[config.mk]
export PLATFORM = sky130hd
export DESIGN_NAME = cam_occ_monitor
export DESIGN_NICKNAME = d
export VERILOG_FILES = /design/src/rtl/occ_pkg.sv /design/src/rtl/occ_tbl_cnt.sv /design/src/rtl/occ_pend_cnt.sv /design/src/rtl/occ_alarm.sv /design/src/rtl/occ_report.sv /design/src/rtl/cam_occ_monitor.sv
export SDC_FILE = /design/constraint.sdc
export NUM_CORES = 1
export LEC_CHECK = 0
export ABC_AREA = 1
export BUFFER_PORTS_ARGS = -buffer_cell sky130_fd_sc_hd__buf_2
export CAP_MARGIN = 20
export CORE_MARGIN = 5
export CORE_UTILIZATION = 30
export DETAILED_ROUTE_END_ITERATION = 8
export PLACE_DENSITY = 0.56
export SETUP_SLACK_MARGIN = 0.2
export SLEW_MARGIN = 15
export SYNTH_ARGS = -nofsm -noshare
export SYNTH_HDL_FRONTEND = slang
export SYNTH_HIERARCHICAL = 1
export SYNTH_SLANG_ARGS = --single-unit
[constraint.sdc]
create_clock -name clk -period 5.5 [get_ports clk]
set_input_delay 0.275 -clock clk [delete_from_list [all_inputs] [get_ports clk]]
set_output_delay 0.275 -clock clk [all_outputs]
set_load 0.01 [all_outputs]
[src/rtl/occ_pkg.sv]
package occ_pkg;
  typedef enum logic {
    OP_SET_THR = 1'b0,
    OP_GET_CNT = 1'b1
  } occ_op_e;
endpackage

[src/rtl/occ_tbl_cnt.sv]
module occ_tbl_cnt #(
  parameter int DEPTH = 4096,
  localparam int CNT_W = $clog2(DEPTH + 1)
) (
  input  logic             clk,
  input  logic             rst,
  input  logic             add_a,
  input  logic             add_b,
  input  logic             sub,
  output logic [CNT_W-1:0] cnt_q,
  output logic [CNT_W-1:0] cnt_nxt,
  output logic             ins_evt
);
  localparam int WIDE_W = CNT_W + 2;
  localparam logic [WIDE_W-1:0] LIMIT = WIDE_W'(DEPTH);

  logic [WIDE_W-1:0] wide_up;
  logic [WIDE_W-1:0] wide_net;

  always_comb begin
    wide_up = {2'b00, cnt_q} + WIDE_W'(add_a) + WIDE_W'(add_b);
    if (sub && wide_up != '0) wide_net = wide_up - WIDE_W'(1);
    else                      wide_net = wide_up;
    if (wide_net > LIMIT) cnt_nxt = CNT_W'(DEPTH);
    else                  cnt_nxt = wide_net[CNT_W-1:0];
  end

  assign ins_evt = add_a | add_b;

  always_ff @(posedge clk) begin
    if (rst) cnt_q <= '0;
    else     cnt_q <= cnt_nxt;
  end

  // the table count stays within 0..DEPTH
  p_tbl_bound_r2: assert property (@(posedge clk) disable iff (rst)
    cnt_q <= CNT_W'(DEPTH));
  // the count holds when no pulse arrives
  p_tbl_idle_r2: assert property (@(posedge clk) disable iff (rst)
    (!add_a && !add_b && !sub) |=> $stable(cnt_q));
endmodule

[src/rtl/occ_pend_cnt.sv]
module occ_pend_cnt #(
  parameter int QDEPTH = 16,
  localparam int PW = $clog2(QDEPTH + 1)
) (
  input  logic          clk,
  input  logic          rst,
  input  logic          push,
  input  logic          pop,
  output logic          pop_ok,
  output logic [PW-1:0] pend_q
);
  logic push_ok;

  assign pop_ok  = pop  && (pend_q != '0);
  assign push_ok = push && (pend_q != PW'(QDEPTH));

  always_ff @(posedge clk) begin
    if (rst) pend_q <= '0;
    else if (push_ok && !pop_ok) pend_q <= pend_q + PW'(1);
    else if (pop_ok && !push_ok) pend_q <= pend_q - PW'(1);
  end

  // the pending count never exceeds the queue depth
  p_pend_bound_r3: assert property (@(posedge clk) disable iff (rst)
    pend_q <= PW'(QDEPTH));
  // a drain on an empty queue is ignored
  p_pend_empty_r3: assert property (@(posedge clk) disable iff (rst)
    (pend_q == '0 && !push) |=> pend_q == '0);
endmodule

[src/rtl/occ_alarm.sv]
module occ_alarm #(
  parameter int THR_W = 12,
  parameter int CNT_W = 13
) (
  input  logic             clk,
  input  logic             rst,
  input  logic             thr_we,
  input  logic [THR_W-1:0] thr_din,
  input  logic             ins_evt,
  input  logic [CNT_W-1:0] cnt_nxt,
  input  logic             clr,
  input  logic             irq_en,
  output logic             flag_q,
  output logic             irq_q
);
  logic [THR_W-1:0] thr_q;
  logic             hit;
  logic             flag_d;

  assign hit    = ins_evt && (cnt_nxt == CNT_W'(thr_q));
  assign flag_d = hit || (flag_q && !clr);

  always_ff @(posedge clk) begin
    if (rst) begin
      thr_q  <= '0;
      flag_q <= 1'b0;
      irq_q  <= 1'b0;
    end else begin
      if (thr_we) thr_q <= thr_din;
      flag_q <= flag_d;
      irq_q  <= flag_d && irq_en;
    end
  end

  // a threshold write lands on the next edge
  p_thr_load_r4: assert property (@(posedge clk) disable iff (rst)
    thr_we |=> thr_q == $past(thr_din));
  // an insert reaching the threshold sets the flag
  p_alarm_set_r5: assert property (@(posedge clk) disable iff (rst)
    (ins_evt && cnt_nxt == CNT_W'(thr_q)) |=> flag_q);
  // no insert, no new alarm
  p_no_set_wo_ins_r6: assert property (@(posedge clk) disable iff (rst)
    (!flag_q && !ins_evt) |=> !flag_q);
  // flag is sticky until cleared
  p_flag_sticky_r7: assert property (@(posedge clk) disable iff (rst)
    (flag_q && !clr) |=> flag_q);
  // interrupt only with the flag set
  p_irq_gate_r8: assert property (@(posedge clk) disable iff (rst)
    irq_q |-> flag_q);
endmodule

[src/rtl/occ_report.sv]
module occ_report #(
  parameter int CNT_W  = 13,
  parameter int PW     = 5,
  parameter int DATA_W = 16
) (
  input  logic              clk,
  input  logic              rst,
  input  logic              req,
  input  logic [CNT_W-1:0]  tbl_cnt,
  input  logic [PW-1:0]     pend_cnt,
  output logic              vld_q,
  output logic [DATA_W-1:0] data_q
);
  localparam int SUM_W = CNT_W + 1;

  logic [SUM_W-1:0]  total;
  logic [DATA_W-1:0] total_fit;

  assign total = SUM_W'(tbl_cnt) + SUM_W'(pend_cnt);

  generate
    if (DATA_W >= SUM_W) begin : g_pad
      assign total_fit = DATA_W'(total);
    end else begin : g_cut
      assign total_fit = total[DATA_W-1:0];
    end
  endgenerate

  always_ff @(posedge clk) begin
    if (rst) begin
      vld_q  <= 1'b0;
      data_q <= '0;
    end else begin
      vld_q <= req;
      if (req) data_q <= total_fit;
    end
  end

  // a response follows each request and nothing else
  p_resp_r9: assert property (@(posedge clk) disable iff (rst)
    req |=> vld_q);
  p_no_resp_r9: assert property (@(posedge clk) disable iff (rst)
    !req |=> !vld_q);
endmodule

[src/rtl/cam_occ_monitor.sv]
module cam_occ_monitor #(
  parameter int DEPTH  = 4096,
  parameter int QDEPTH = 16,
  parameter int THR_W  = 12,
  parameter int DATA_W = 16
) (
  input  logic              clk,
  input  logic              rst,
  input  logic              tbl_ins_i,
  input  logic              tbl_del_i,
  input  logic              q_ins_i,
  input  logic              q_drain_i,
  input  logic              cmd_valid_i,
  input  logic              cmd_op_i,
  input  logic [DATA_W-1:0] cmd_data_i,
  input  logic              irq_en_i,
  input  logic              af_clr_i,
  output logic              cnt_vld_o,
  output logic [DATA_W-1:0] cnt_data_o,
  output logic              af_flag_o,
  output logic              irq_o
);
  import occ_pkg::*;

  localparam int CNT_W = $clog2(DEPTH + 1);
  localparam int PW    = $clog2(QDEPTH + 1);

  logic             drain_ok;
  logic [PW-1:0]    pend_cnt;
  logic [CNT_W-1:0] tbl_cnt;
  logic [CNT_W-1:0] tbl_nxt;
  logic             ins_evt;
  logic             thr_we;
  logic             cnt_req;
  logic             unused_hi;

  assign thr_we    = cmd_valid_i && (occ_op_e'(cmd_op_i) == OP_SET_THR);
  assign cnt_req   = cmd_valid_i && (occ_op_e'(cmd_op_i) == OP_GET_CNT);
  assign unused_hi = ^cmd_data_i[DATA_W-1:THR_W];

  occ_pend_cnt #(.QDEPTH(QDEPTH)) u_pend (
    .clk    (clk),
    .rst    (rst),
    .push   (q_ins_i),
    .pop    (q_drain_i),
    .pop_ok (drain_ok),
    .pend_q (pend_cnt)
  );

  occ_tbl_cnt #(.DEPTH(DEPTH)) u_tbl (
    .clk     (clk),
    .rst     (rst),
    .add_a   (tbl_ins_i),
    .add_b   (drain_ok),
    .sub     (tbl_del_i),
    .cnt_q   (tbl_cnt),
    .cnt_nxt (tbl_nxt),
    .ins_evt (ins_evt)
  );

  occ_alarm #(.THR_W(THR_W), .CNT_W(CNT_W)) u_alarm (
    .clk     (clk),
    .rst     (rst),
    .thr_we  (thr_we),
    .thr_din (cmd_data_i[THR_W-1:0]),
    .ins_evt (ins_evt),
    .cnt_nxt (tbl_nxt),
    .clr     (af_clr_i),
    .irq_en  (irq_en_i),
    .flag_q  (af_flag_o),
    .irq_q   (irq_o)
  );

  occ_report #(.CNT_W(CNT_W), .PW(PW), .DATA_W(DATA_W)) u_rep (
    .clk      (clk),
    .rst      (rst),
    .req      (cnt_req),
    .tbl_cnt  (tbl_cnt),
    .pend_cnt (pend_cnt),
    .vld_q    (cnt_vld_o),
    .data_q   (cnt_data_o)
  );

  // everything idle in the cycle after reset
  p_reset_idle_r1: assert property (@(posedge clk)
    rst |=> (!af_flag_o && !irq_o && !cnt_vld_o));
endmodule

Word level (Yosys, flattened, before mapping)
Index checks and enable logic that the tools add are counted. Widths: inputs -> output; s select.

Add/subtract/negate cells: 6. $lt $le $gt $ge: 1. Equality and inequality tests: 2. Muxes and demuxes: 4. Bitwise operators: 2. Reduce and logical (&&, ||, !) cells: 17.

Operators by type and width (count): $add 15x1->15 (1); $gt 15x13->1 const B (1); $mux 15 (1); $reduce_bool 15->1 (1); $sub 15x1->15 const B (1); $add 13x1->14 (1); $add 13x5->14 (1); $eq 13x12->1 (1); $mux 13 (1); $logic_and 1x1->1 (10); $mux 5 (2); $add 5x1->5 const B (1); $ne 5x5->1 const B (1); $reduce_bool 5->1 (1); $sub 5x1->5 const B (1); $logic_not 1->1 (3); $reduce_bool 2->1 (1); $logic_or 1x1->1 (1); $not 1->1 (1); $or 1x1->1 (1).

Flip-flop bits (word level): 47. Input bits: 26. Output and inout bits: 19. Logic and storage cells: 39.

Depth between registers and ports, before layout
Gate-level depths: netlist of the first run.

Depth in word-level cells: 12. Gate-level depth with buffers: 36.

Modules after synthesis
Netlist of the first run, hierarchy kept.

Modules (own cells, without submodules): occ_tbl_cnt (instances 1, cells an instance 272, area each 1481.4 µm², sequential area each 260.2 µm²); occ_report (instances 1, cells an instance 190, area each 1124.8 µm², sequential area each 300.3 µm²); occ_alarm (instances 1, cells an instance 116, area each 704.4 µm², sequential area each 280.3 µm²); occ_pend_cnt (instances 1, cells an instance 59, area each 379.1 µm², sequential area each 100.1 µm²); cam_occ_monitor (instances 1, cells an instance 4, area each 17.5 µm², sequential area each 0.0 µm²).

Worst setup path after synthesis of the first run
No wires, ideal clock.

Path type: register to register. From: reg u_pend.pend_q[1]. To: reg u_alarm.irq_q. Arrival: 3.807 ns. Data required time: 5.438 ns. Setup slack: 1.632 ns. Stages on the path, launching flop included: 36. Period minus slack after synthesis: 3.868 ns. Cells stage by stage: dfxtp_1 -> nor2_1 -> nand3_1 -> o21ai_1 -> inv_1 -> fa_1 -> ha_1 -> inv_1 -> ha_1 -> nand2_1 -> nor2_2 -> nand3_2 -> nor2_4 -> nand3_4 -> nand2_4 -> inv_2 -> nand2_1 -> nand2_1 -> nor2_1 -> nand2_1 -> nor2_1 -> nand2_1 -> nand2_2 -> buf_6 -> nand2_1 -> inv_1 -> inv_1 -> nand2_1 -> nand2_1 -> nor2_1 -> nand2_1 -> nor2_1 -> nand2_1 -> nand2_1 -> nand2_1 -> nor2_2.

Word-level cells in the longest chain between the ends: 12.

RTL lines: start: declaration (RTL line occ_pend_cnt.sv:10) `output logic [PW-1:0] pend_q`; start signal: assignment (RTL line occ_pend_cnt.sv:19) `else if (push_ok && !pop_ok) pend_q <= pend_q + PW'(1);`; start signal: assignment (RTL line occ_pend_cnt.sv:20) `else if (pop_ok && !push_ok) pend_q <= pend_q - PW'(1);`; $reduce_bool 5->1 (*) (RTL line occ_pend_cnt.sv:14) `assign pop_ok = pop && (pend_q != '0);`; $logic_and 1x1->1 (*) (RTL line occ_pend_cnt.sv:14); named net drain_ok (RTL line cam_occ_monitor.sv:28) `logic drain_ok;`; $add 15x1->15 (*) (RTL line occ_tbl_cnt.sv:21) `wide_up = {2'b00, cnt_q} + WIDE_W'(add_a) + WIDE_W'(add_b);`; branches (longest 2 deep; another with $sub 15x1->15); $mux 15 (*) (RTL line occ_tbl_cnt.sv:22) `if (sub && wide_up != '0) wide_net = wide_up - WIDE_W'(1);`; $gt 15x13->1 (RTL line occ_tbl_cnt.sv:24) `if (wide_net > LIMIT) cnt_nxt = CNT_W'(DEPTH);`; $mux 13 (*) (RTL line occ_tbl_cnt.sv:24); named net tbl_nxt[7] (RTL line cam_occ_monitor.sv:31) `logic [CNT_W-1:0] tbl_nxt;`; $eq 13x12->1 (*) (RTL line occ_alarm.sv:20) `assign hit = ins_evt && (cnt_nxt == CNT_W'(thr_q));`; $logic_and 1x1->1 (*) (RTL line occ_alarm.sv:20); $logic_or 1x1->1 (*) (RTL line occ_alarm.sv:21) `assign flag_d = hit || (flag_q && !clr);`; $logic_and 1x1->1 (*) (RTL line occ_alarm.sv:31) `irq_q <= flag_d && irq_en;`; end signal: assignment (RTL line occ_alarm.sv:31); end: declaration (RTL line occ_alarm.sv:14) `output logic irq_q`.

Mark *: on every way through the listed nets, which the timed path passes. A chain may end at the register's enable or synchronous reset.

Final worst setup path of the first run
Same ends and word-level chain as after synthesis.

==> results of run 1 <==
power groups by stage:
stage	registers, mW	clock network, mW	logic [mW]
global route	0.556	0.342	1.91
finish	0.537	0.316	1.66
floorplan	0.514	0	1.33
global placement	0.544	0	1.60
detailed placement	0.548	0	1.62
CTS	0.540	0.328	1.64
Yosys cell counts, drive strengths merged:
master,n
ha,11
nand2,213
fa,3
o21ai,26
conb,1
xnor2,4
nand3,58
or2,4
inv,115
nor3,2
xor2,6
nand3b,2
buf,8
clkbuf,4
nand4,15
dfxtp,47
a21oi,16
nor2,106
cell type report:
cell class	instances	area, sq um	area share, %
inverter	115	431.7	10.27
sequential	47	940.9	22.38
clock buffer	6	138.9	3.304
timing repair buffer	38	190.2	4.524
clock inverter	2	16.27	0.3869
tap	168	210.2	5.000
multi-input combinational	468	2276	54.14
layer usage:
metal  GRT usage [%]  vias to the layer above  share of wire [%]
met4           3.852                        0                1.3
met3           2.238                        9                4.3
met1           15.90                     1661                 48
met2           22.68                       74                 47
met5               0                        -                  0
li1                -                     2018                  -
worst max-delay path: cells and delay by family (launching register included):
family | cells | cell delay [ps]
compound gates | 1 | 180
fa+ha+maj | 3 | 1080
flops | 1 | 370
simple gates | 25 | 2680
buf+inv | 5 | 410
stage by stage:
step	setup WS [ps]	cell area, sq um	util (%)
floorplan	1632	3711	-
global placement	772.8	4040	33.50
detailed placement	723.9	4040	33.50
CTS	703.1	4195	34.78
global route	237.4	4204	34.85
finish	749.0	4204	34.85
path summary, 6_finish.rpt:
kind                    startpoint                to  cells after the start
setup / recovery  u_pend/pend_q[1]     u_alarm/irq_q                     34
hold / removal       cmd_data_i[4]  u_alarm/thr_q[4]                      3
setup reg to reg  u_pend/pend_q[1]     u_alarm/irq_q                     34
hold reg to reg   u_alarm/thr_q[5]  u_alarm/thr_q[5]                      2
logic make-up (layout without fill, tap and decap cells):
group | count (synthesis) | after routing | share of synthesized area (%)
flip-flops | 47 | 47 | 25.38
buffers and inverters | 127 | 161 | 13.57
other | 1 | 2 | 0.1012
AO/OA/AOI/OAI | 42 | 42 | 5.872
adder cells (fa/ha/maj) | 14 | 14 | 5.332
XOR/XNOR | 10 | 10 | 2.362
AND/OR/NAND/NOR | 400 | 400 | 47.38
sequential cells by signal, indices dropped and copies added, names as in the netlist:
| register | count |
|---|---|
| u_rep/vld_q | 1 |
| u_alarm/irq_q | 1 |
| u_pend/pend_q | 5 |
| u_tbl/cnt_q | 13 |
| u_rep/data_q | 14 |
| u_alarm/thr_q | 12 |
| u_alarm/flag_q | 1 |
==> results_dict.tcl, run 1 <==
set metrics [dict create \
    fmax_ghz 0.2105 \
    drt_pass1_iterations 5 \
    critical_path.startpoint_type "register" \
    fin_crit_sh_pct 86.38 \
    syn_to_final_growth_pct 13.40 \
    wire_per_inst_um 11.02 \
    rsz0062_at_grt "no" \
    hpwl_um 7354 \
    cp-end-kind "register" \
    core_area_sq_um 12060 \
    vias 3762 \
    track_usage_pct 12.84 \
    hold_violations 0 \
    root_buffer "clkbuf_16" \
    cpMostUsedCell "nand2_1" \
    clkTransAtPathRegs_ps 70 \
    clock_latency_ps 290 \
    grt_max_degree 34 \
    cts_max_level 2 \
    die_area_sq_um 14680 \
    min_period_ps 4751 \
    grt_pass1_wl_um 15520 \
    ant_nets 0 \
    port_buffers 38 \
    p_int_mw 1.172 \
    routed_wl_um 9305 \
    relSlewSlack_pct 54.30 \
    die_h_um 121.2 \
    hold_class "input pin to register" \
    synthCells 641 \
    cts_tree "done" \
    layout_common_cells "200 x nand2_1, 108 x inv_1, 96 x nor2_1, 52 x nand3_1, 47 x dfxtp_1" \
    power.share.sequential_pct 21.4 \
    finalSetupTns_ps 0 \
    cts_resized 0 \
    cellLeakagePower_nw 2.300 \
    final_common_cell "nand2_1" \
    required_ps 5730 \
    yosysTopAreaCell "dfxtp_1" \
    power_mw 2.511 \
    tightest_slew_ps 684.8 \
    instances_no_fill 844 \
    crit_type "register to register" \
    rows 40 \
    clock_path_buffers 2 \
    clock-sinks 47 \
    numPlacedInstances 836 \
    synth_cell_type_count 33 \
    synth_area_sq_um 3707 \
    yosysWarnings 6 \
    power.switching_mw 1.339 \
    yosys-top-cells-area "dfxtp_1 25%, nand2_1 20%, inv_1 11%, nor2_1 9.7%, nand3_1 7.0%" \
    yosys_register_bits 47 \
    irDropWorstVdd_v 0.0001961 \
    die_w_um 121.2 \
    overflow 0 \
    status "completed" \
    swShare_pct 53.32 \
    hold_buffers 0 \
    crit_path_max_incr_delay_ps 510 \
    n_antenna_cell 0 \
    slew_viol_final 0 \
    setup_viol 0 \
    layout.nets 715 \
    p_per_area_nw_per_um2 597.3 \
    crit_slowest_cell "fa_1" \
    r2r_setup_slack_ps 750 \
    critPathMaxFanout 15 \
    grt_pass1_vias 3443 \
    yosysTopAreaCellShare_pct 25.38 \
    yosysSeqAreaShare_pct 25.38 \
    pwr-share-comb_pct 66.0 \
    ios 45 \
    routabilityCongestion 0.9001 \
    drive_gt1_share_pct 12.87 \
    cts_inserted_buffers 5 \
    via_per_inst 4.457 \
    drt_iter0_drc 200 \
    fillers 1334 \
    whs_ps 198.6 \
    floorplan.initialDensity_pct 30.74 \
    pwr-share-clk_pct 12.6 \
    postCtsSetupBuffers 0 \
    syn_area_per_cell_sq_um 5.784 \
    maxCapViolCount 0 \
    clock-skew-final_ps 9.177 \
    arrival_ps 4990 \
    antenna_found_initial 0 \
    drc 0 \
]
Power figures use the tool's default switching activity.
==> run 2: changes to the inputs <==
--- a/config.mk
+++ b/config.mk
@@ -5,7 +5,7 @@
 export SDC_FILE = /design/constraint.sdc
 export NUM_CORES = 1
 export LEC_CHECK = 0
-export ABC_AREA = 1
+export ABC_AREA = 0
 export BUFFER_PORTS_ARGS = -buffer_cell sky130_fd_sc_hd__buf_2
 export CAP_MARGIN = 20
 export CORE_MARGIN = 5
==> results_dict.tcl, run 2 <==
set metrics [dict create \
    synth_most_common_cell "nor2_1" \
    ant_nets 0 \
    rr_startpoint "u_pend/pend_q[0]" \
    floorplan.initialDensity_pct 30.75 \
    clock_path_buffers 2 \
    crit_type "register to register" \
    reg2reg_to "u_alarm/irq_q" \
    synth-xor-area-share_pct 7.880 \
    drc 0 \
    drt_pass1_iterations 4 \
    synth_edf_count 0 \
    core_area_sq_um 11520 \
    hold_violations 0 \
    ios 45 \
    setup_viol 0 \
    synthCells 426 \
    synth_area_sq_um 3541 \
    critical_path.startpoint_type "register" \
    arrival_ps 5200 \
    via_per_inst 5.259 \
    clkTransAtPathRegs_ps 70 \
    grt_max_degree 54 \
    pre_cts_ws_ps 326.6 \
    rr_worst_depth 17 \
    cpMostUsedCell "o21ai_2" \
    crit_start "u_pend/pend_q[0]" \
    yosysSeqAreaShare_pct 26.57 \
    synth-compound-area-share_pct 20.95 \
    die_w_um 118.6 \
    wire_per_inst_um 15.09 \
    hold_buffers 0 \
    clock-skew-final_ps 6.010 \
    routabilityCongestion 0.8645 \
    final_common_cell "nor2_1" \
    min_period_ps 4987 \
    largest_reg_flops 14 \
    root_buffer "clkbuf_16" \
    crit_chain "or4_4 -> o21ai_2 -> inv_1 -> fa_1 -> ha_2 -> and3_1 -> nand2_1 -> nand3_1 -> a2111o_1 -> o21ai_2 -> mux2i_1 -> a41oi_4 -> nor2_1 -> xor2_1 -> nor4_1 -> a41oi_1 -> nor3b_2" \
    slew_viol_final 0 \
    largestRegisters "u_rep/data_q x14, u_tbl/cnt_q x13, u_alarm/thr_q x12" \
    fmax_ghz 0.2005 \
    cp-end-kind "register" \
    regArea_sq_um 940.9 \
    placed_cell_area_sq_um 3795 \
    crit_slowest_cell "or4_4" \
    cts_max_level 2 \
    rsz0062_at_grt "no" \
    rows 39 \
    cts_inserted_buffers 5 \
    n_antenna_cell 0 \
    tightest_slew_ps 696.5 \
    relSlewSlack_pct 53.50 \
    path_buf_inv 1 \
    die_area_sq_um 14080 \
    overflow 0 \
    synthMuxAreaShare_pct 5.548 \
    layout.nets 491 \
    grt_pass1_vias 2877 \
    synth-adder-area-share_pct 5.583 \
    finalCoreUtilization_pct 34.53 \
    clock-sinks 47 \
    synth_cell_type_count 85 \
    critPathMaxFanout 9 \
    clock_latency_ps 290 \
    synthSimpleGateAreaFrac_pct 27.67 \
    vias 3129 \
    drt_iter0_drc 166 \
    layout_common_cells "68 x nor2_1, 47 x dfxtp_1, 38 x buf_2, 17 x nand2_1" \
    routed_wl_um 8979 \
    cts_tree "done" \
    finalSetupTns_ps 0 \
    cellLeakagePower_nw 1.597 \
    grt_pass1_wl_um 14610 \
    hpwl_um 6884 \
    syn_area_per_cell_sq_um 8.312 \
    drive_gt1_share_pct 20.35 \
    maxCapViolCount 0 \
    multiInputGateArea_sq_um 2439 \
    r2r_setup_slack_ps 510 \
    finalInstanceArea_sq_um 3976 \
    endpoint "u_alarm/irq_q" \
    regMostFlops "u_rep/data_q" \
    p_per_area_nw_per_um2 518.3 \
    required_ps 5710 \
    syn_to_final_growth_pct 12.30 \
    synthTopCellsByCount "68 x nor2_1, 47 x dfxtp_1, 18 x nand2_1" \
    irDropWorstVdd_v 0.0001804 \
    critPathTopFamily "simple AND/OR/NAND/NOR gates" \
    track_usage_pct 12.35 \
    status "completed" \
    yosys_register_bits 47 \
    cp_num_cells 17 \
    fillers 1249 \
    ys_async_sr_fraction_pct 0 \
    yosysTopAreaCellShare_pct 26.57 \
    crit_path_max_incr_delay_ps 550 \
    port_buffers 38 \
    whs_ps 221.2 \
    yosysWarnings 6 \
    antenna_found_initial 0 \
    die_h_um 118.6 \
    synth_top_family_by_area "simple AND/OR/NAND/NOR gates" \
    yosys-top-cells-area "dfxtp_1 27%, nor2_1 7.2%, mux2i_1 4.5%, ha_1 3.9%, xnor2_1 3.7%" \
    synthFlopType "dfxtp_1" \
    yosysTopAreaCell "dfxtp_1" \
    fin_crit_sh_pct 90.67 \
    hold_class "input pin to register" \
    timing.final.ws_setup_ps 513.3 \
]
[run 2: changes by cell type in the layout (fill, tap and decap cells not counted), sizes merged, moves of 10 or more]
cell | before | now
nor3 | 2 | 16
o211ai | 0 | 10
xor2 | 6 | 16
nand4 | 15 | 2
mux2i | 0 | 17
nand3 | 58 | 17
o21ai | 26 | 9
nor2 | 106 | 69
nand2 | 213 | 19
inv | 115 | 17
xnor2 | 4 | 15
[run 2: repair_timing]
action | CTS | global route
gates resized for setup | 0 | 8
setup buffers | 0 | 0
setup endpoints to repair | 0 | 2
[run 2: how the worst min path moves through the flow]
stage / startpoint / depth (start not counted) / to
floorplan: rst / 1 / u_alarm/irq_q
global placement: u_rep/data_q[3] / 2 / u_rep/data_q[3]
detailed placement: u_rep/data_q[3] / 2 / u_rep/data_q[3]
CTS: cmd_data_i[4] / 3 / u_alarm/thr_q[4]
global route: cmd_data_i[11] / 3 / u_alarm/thr_q[11]
finish: cmd_data_i[1] / 3 / u_alarm/thr_q[1]
[run 2: cells by family after synthesis]
group,Yosys count
other cells,1
simple gates,182
flops,47
compound gates,92
fa+ha+maj,14
xor+xnor,31
mux,19
buf+inv,40
[run 2: stage by stage]
step           power [mW]  std cells
6_report            2.061        595
3_3_place_gp        1.702        587
4_1_cts             2.033        595
2_1_floorplan       1.454        427
5_1_grt             2.232        595
3_5_place_dp        1.711        587
[run 2: tightest hold or removal path: stages]
cell	delay (ps)
buf_2	80
mux2i_1	50
nor2_1	70
[run 2: layout make-up]
cell class                      count  area share [%]
Multi-Input combinational cell    340           61.33
Sequential cell                    47           23.66
Timing Repair Buffer               41           5.349
Inverter                           16           1.510
Clock inverter                      2          0.4091
Clock buffer                        6           3.241
Tap cell                          143           4.500
[run 2: where the power goes]
group | total (mW) | internal (mW) | switching, mW
Sequential | 0.541 | 0.407 | 0.134
Clock | 0.306 | 0.171 | 0.135
Combinational | 1.21 | 0.515 | 0.699
Total | 2.06 | 1.09 | 0.969
[run 2: layer usage]
layer	share of wire (%)	GRT usage [%]	vias up
met5	0	0	-
met4	0.35	2.317	0
met3	6.0	2.292	4
met2	47	20.25	89
met1	47	17.07	1447
li1	-	-	1589
